`src/rtl/burst_col_seq.sv`:
```
module burst_col_seq #(
  parameter int ADDR_W = 12
) (
  input  logic              clk,
  input  logic              rst,
  input  logic              start_i,
  input  logic [ADDR_W-1:0] start_addr_i,
  input  logic [1:0]        blen_i,
  input  logic              order_i,
  output logic [ADDR_W-1:0] col_o,
  output logic              valid_o,
  output logic              last_o,
  output logic              busy_o
);
  localparam int LW = 3;

  logic              valid_q;
  logic              ilv_q;
  logic [LW-1:0]     cnt_q;
  logic [LW-1:0]     mask_q;
  logic [LW-1:0]     mask_d;
  logic [ADDR_W-1:0] base_q;
  logic [LW-1:0]     off;
  logic [LW-1:0]     low;
  logic              accept;

  always_comb begin
    case (blen_i)
      2'b01:   mask_d = 3'b001;
      2'b10:   mask_d = 3'b011;
      2'b11:   mask_d = 3'b111;
      default: mask_d = 3'b000;
    endcase
  end

  assign accept  = start_i && (blen_i != 2'b00) && (!valid_q || last_o);
  assign off     = ilv_q ? (base_q[LW-1:0] ^ cnt_q) : (base_q[LW-1:0] + cnt_q);
  assign low     = (base_q[LW-1:0] & ~mask_q) | (off & mask_q);
  assign col_o   = {base_q[ADDR_W-1:LW], low};
  assign valid_o = valid_q;
  assign last_o  = valid_q && (cnt_q == mask_q);
  assign busy_o  = valid_q && !last_o;

  always_ff @(posedge clk) begin
    if (rst) begin
      valid_q <= 1'b0;
      cnt_q   <= '0;
      mask_q  <= '0;
      ilv_q   <= 1'b0;
      base_q  <= '0;
    end else if (accept) begin
      valid_q <= 1'b1;
      cnt_q   <= '0;
      mask_q  <= mask_d;
      ilv_q   <= order_i;
      base_q  <= start_addr_i;
    end else if (valid_q) begin
      if (last_o) valid_q <= 1'b0;
      cnt_q <= cnt_q + 1'b1;
    end
  end
endmodule

```
`config.mk`:
```
export PLATFORM = sky130hd
export DESIGN_NAME = burst_col_seq
export DESIGN_NICKNAME = d
export VERILOG_FILES = /design/src/rtl/burst_col_seq.sv
export SDC_FILE = /design/constraint.sdc
export NUM_CORES = 1
export LEC_CHECK = 0
export BUFFER_PORTS_ARGS = -buffer_cell sky130_fd_sc_hd__clkbuf_2
export CAP_MARGIN = 40
export CORE_MARGIN = 8
export CORE_UTILIZATION = 53
export CTS_BUF_LIST = sky130_fd_sc_hd__clkbuf_8 sky130_fd_sc_hd__clkbuf_16
export DETAILED_ROUTE_END_ITERATION = 10
export MAX_ROUTING_LAYER = met4
export PLACE_DENSITY = 0.85
export SLEW_MARGIN = 20
export SYNTH_ARGS = -nofsm -noshare
export SYNTH_HDL_FRONTEND = slang
export SYNTH_SLANG_ARGS = --single-unit
```
`constraint.sdc`:
```
create_clock -name clk -period 2.3 [get_ports clk]
set_input_delay 0.115 -clock clk [delete_from_list [all_inputs] [get_ports clk]]
set_output_delay 0.115 -clock clk [all_outputs]
set_load 0.03 [all_outputs]
```
---- After elaboration in Yosys (flattened, before gate mapping) ----
Cells that the tools add are included.
storage, ports and cells
  bits in registers ....................... 20
  word-level logic and storage cells ...... 30
cells by class
  $add $sub $neg .......................... 2
  equality and inequality tests ........... 4
  multiplexer cells ....................... 5
  bitwise logic cells ..................... 5
  reduce and logical (&&, ||, !) cells .... 9
operators with widths
  operator                                             count
  case mux 3 bit (3 select lines)                      1
  bitwise AND 3 bit                                    2
  equality test 2 bit, second input constant           2
  logical AND 1 bit                                    4
  adder 3 x 1 -> 3 bit, second input constant          1
  adder 3 bit                                          1
  equality test 3 bit                                  1
  2-to-1 mux 1 bit                                     3
  2-to-1 mux 3 bit                                     1
  NOT 3 bit                                            1
  bitwise OR 3 bit                                     1
  bitwise XOR 3 bit                                    1
  equality test 2 x 1 -> 1 bit, second input constant  1
  zero test 1 bit                                      2
  nonzero test 2 bit                                   1
  OR reduction 2 bit                                   1
  logical OR 1 bit                                     1

---- Depth between registers and ports, before layout ----
  word-level depth ........................ 5
  depth in mapped cells ................... 7

---- Worst setup path after synthesis ----
Ideal clock, no wire load.
  path type ............................... register to output
  from .................................... register cnt_q[0]
  to ...................................... output col_o[2]
  arrival time ............................ 1.765 ns
  required time ........................... 2.185 ns
  setup slack ............................. 0.420 ns
  cell stages (with the launch flop) ...... 8
  path buffers ............................ 0
  cells stage by stage .................... dfxtp_1 > ha_1 > inv_1 > fa_1 > nor2_1 > xor2_1 > nand2_1 > xnor2_1
between the ends
  longest elaborated chain between the ends .. 4
ends and longest elaborated chain
  element                 line  RTL
  start, declared         19    logic [LW-1:0] cnt_q;
  start signal, assigned  59    cnt_q <= cnt_q + 1'b1;
  adder 3 bit             37    assign off = ilv_q ? (base_q[LW-1:0] ^ cnt_q) : (base_q[LW-1:0] + cnt_q);
  2-to-1 mux 3 bit        37
  bitwise AND 3 bit       38    assign low = (base_q[LW-1:0] & ~mask_q) | (off & mask_q);
  bitwise OR 3 bit        38
  end, declared           10    output logic [ADDR_W-1:0] col_o,
No other way between the ends.

---- Final worst setup path ----
Same ends and word-level chain as after synthesis.

==> results.yml <==
logic_synthesis:
  synth_top_family_by_area: "compound AO/OA/AOI/OAI gates"
  synth_simple_gate_area_share: 0.142
  synth_area_leaders: "dfxtp_1, a21oi_1, nand3_1"
  yosysTopAreaCellShare: 0.386
  synth_compound_area_frac: 0.217
  synth_seq_cells: 20
  avgSynthCellArea_um2: 8.44
  synth-adder-area-share: 0.0554
  synth_fp_nets: 145
  synth_edf_count: 0
  seq_area_frac_synth: 0.386
  synth_top_area_cell: "dfxtp_1"
  muxShareOfSynthArea: 0.0108
  ys_warn_count: 0
  synthDistinctLibCells: 28
  async_flop_share: 0
  synth_area_um2: 1040
  syn_inst: 123
  ys.flop_type: "dfxtp_1"
  synth_xor_area_frac: 0.0422
final_layout:
  drive_gt1_frac: 0.294
  areaGrowthSynthToFinish_pct: 12.0
  final_core_util: 0.612
  stdcell_count: 170
  nNetsFinal: 167
  antennaDiodeCount: 0
  final_cell_mix: "clkbuf_2, a21oi_1, dfxtp_1, nand3_1, o21ai_0"
  final_common_cell: "clkbuf_2"
drt:
  vias: 936
  antenna_left: 0
  wl_um: 2390
  avgRoutedWirePerCell_um: 14.1
  drt_first_pass_iters: 4
  drc: 0
  drtIter0Drc: 27
  viasPerCell: 5.51
pwr:
  power_density_nw_per_um2: 667
  max-vdd-ir-drop_mv: 0.459
  p_leak_nw: 0.495
  finalPower_mw: 0.776
placed_design:
  numPortBuffers: 32
  place_ws_ns: 0.501
  hpwlAfterDp_um: 1780
  dp_cells: 167
  gp_congestion: 0.857
critical_path:
  worstPathCellList: "ha_1 > inv_1 > fa_1 > nor2_1 > xor2_1 > nand2_1 > xnor2_1 > clkbuf_2"
  worstPathArrival_ns: 1.94
  required_ns: 2.18
  slowest_stage: "dfxtp_1"
  worstSetupEndpointType: "output port"
  max_stage_delay_ns: 0.41
  critPathLaunchType: "flip-flop"
  cp_max_fo: 5
  crit_type: "flip-flop to output port"
clocking:
  cts_num_sinks: 20
  clockBufferDepth: 2
  cts_buffers: 3
  tritoncts: "built"
  htree_levels: 1
  ctsRootBufferMaster: "clkbuf_8"
  cts_resized: 0
  post-cts-setup-buffers: 0
  clk_latency_ns: 0.25
  ctsHoldBuffers: 0
  path_clk_slew_ns: 0.07
global_route:
  grt_pass1_wl_um: 3950
  antenna_found_initial: 0
  gr-usage-all-layers: 0.146
  overflow: 0
  grt_pass1_vias: 900
  grt_max_degree: 20
timing:
  fmax_mhz: 486
  tns_ns: 0
  fin_skew_ns: 0.000606
  min_period_ns: 2.06
  drv_slew: 0
  finalHoldViolations: 0
  max_slew_margin: 0.580
  grt_setup_unrepaired: "false"
  period_share: 0.895
  setup_slack_ns: 0.242
  worstMarginPinSlew_ns: 0.625
  setup_viol: 0
die:
  fp.coreArea_um2: 1900
  io_pins: 33
  core.rowCount: 16
  dieArea_um2: 3630
  start_util: 0.546
  die_x_um: 60.3
  die_h_um: 60.3
status:
  status: "complete, no violations"
worst_hold_path:
  hp-class: "input port to flip-flop"
flow_run:
  maxCapViolations: 0
Yosys cell counts (2+ instances only):
| cell | number |
|---|---|
| a21oi_1 | 20 |
| buf_2 | 2 |
| buf_4 | 9 |
| clkbuf_1 | 2 |
| dfxtp_1 | 20 |
| ha_1 | 3 |
| inv_1 | 5 |
| nand3_1 | 19 |
| nand4_1 | 2 |
| nor2_1 | 5 |
| o21a_1 | 2 |
| o21ai_0 | 9 |
| o21ai_1 | 6 |
| o21ai_2 | 2 |
| xnor2_1 | 4 |
layer usage:
metal	wire length, um	up-vias	track usage
met4	50	0	0.0918
met2	1190	29	0.226
met3	110	6	0.0323
li1	-	465	-
met5	0	-	-
met1	1040	436	0.168
area by class of cell:
type / count / area (um2)
tap: 27 / 33.8
timing repair buffer: 34 / 175
multi-input combinational: 80 / 485
inverter: 6 / 27.5
fill: 176 / 738
sequential: 20 / 400
clock buffer: 3 / 41.3
path summary, 6_finish.rpt:
check / from / endpoint / slack (ns) / depth (start not counted)
hold reg to reg: base_q[3]$_SDFFE_PP0P_ / base_q[3]$_SDFFE_PP0P_ / 0.47 / 2
hold / removal: start_addr_i[4] / base_q[4]$_SDFFE_PP0P_ / 0.09 / 3
setup / recovery: cnt_q[0]$_SDFFE_PP0P_ / col_o[2] / 0.24 / 8
setup reg to reg: mask_q[1]$_SDFFE_PP0P_ / ilv_q$_SDFFE_PP0P_ / 0.81 / 5
state kept, by name (all words and copies together) (netlist names):
name and count:
ilv_q 1, mask_q 3, cnt_q 3, base_q 12, valid_o 1
stage by stage:
step / hold slack [ns] / instance area [um2]
after floorplan: 0.263 / 1040
after global placement: 0.350 / 1120
after detailed placement: 0.359 / 1120
after global routing: 0.0942 / 1160
final: 0.0898 / 1160
after CTS: 0.0905 / 1160
cells by family after synthesis:
kind of cell	Yosys count
DFF	20
and+or+nand+nor	29
xor gates and xnor gates	5
muxes	1
adders and majority gates	4
AOI/OAI and AO/OA	41
buffers and inverters	23
critical path: cells and delay by family (launching register included):
family        cells  cell delay [ns]
flops             1             0.41
buf+inv           2             0.27
simple gates      2             0.20
xor+xnor          2             0.28
fa+ha+maj         2             0.54
report_power, final:
group | switching, mW | total [mW] | internal [mW]
combinational | 0.111 | 0.169 | 0.0584
sequential | 0.0177 | 0.385 | 0.368
clock | 0.105 | 0.221 | 0.116
total | 0.234 | 0.776 | 0.542
Note: power is estimated with default switching activity, not from simulation.
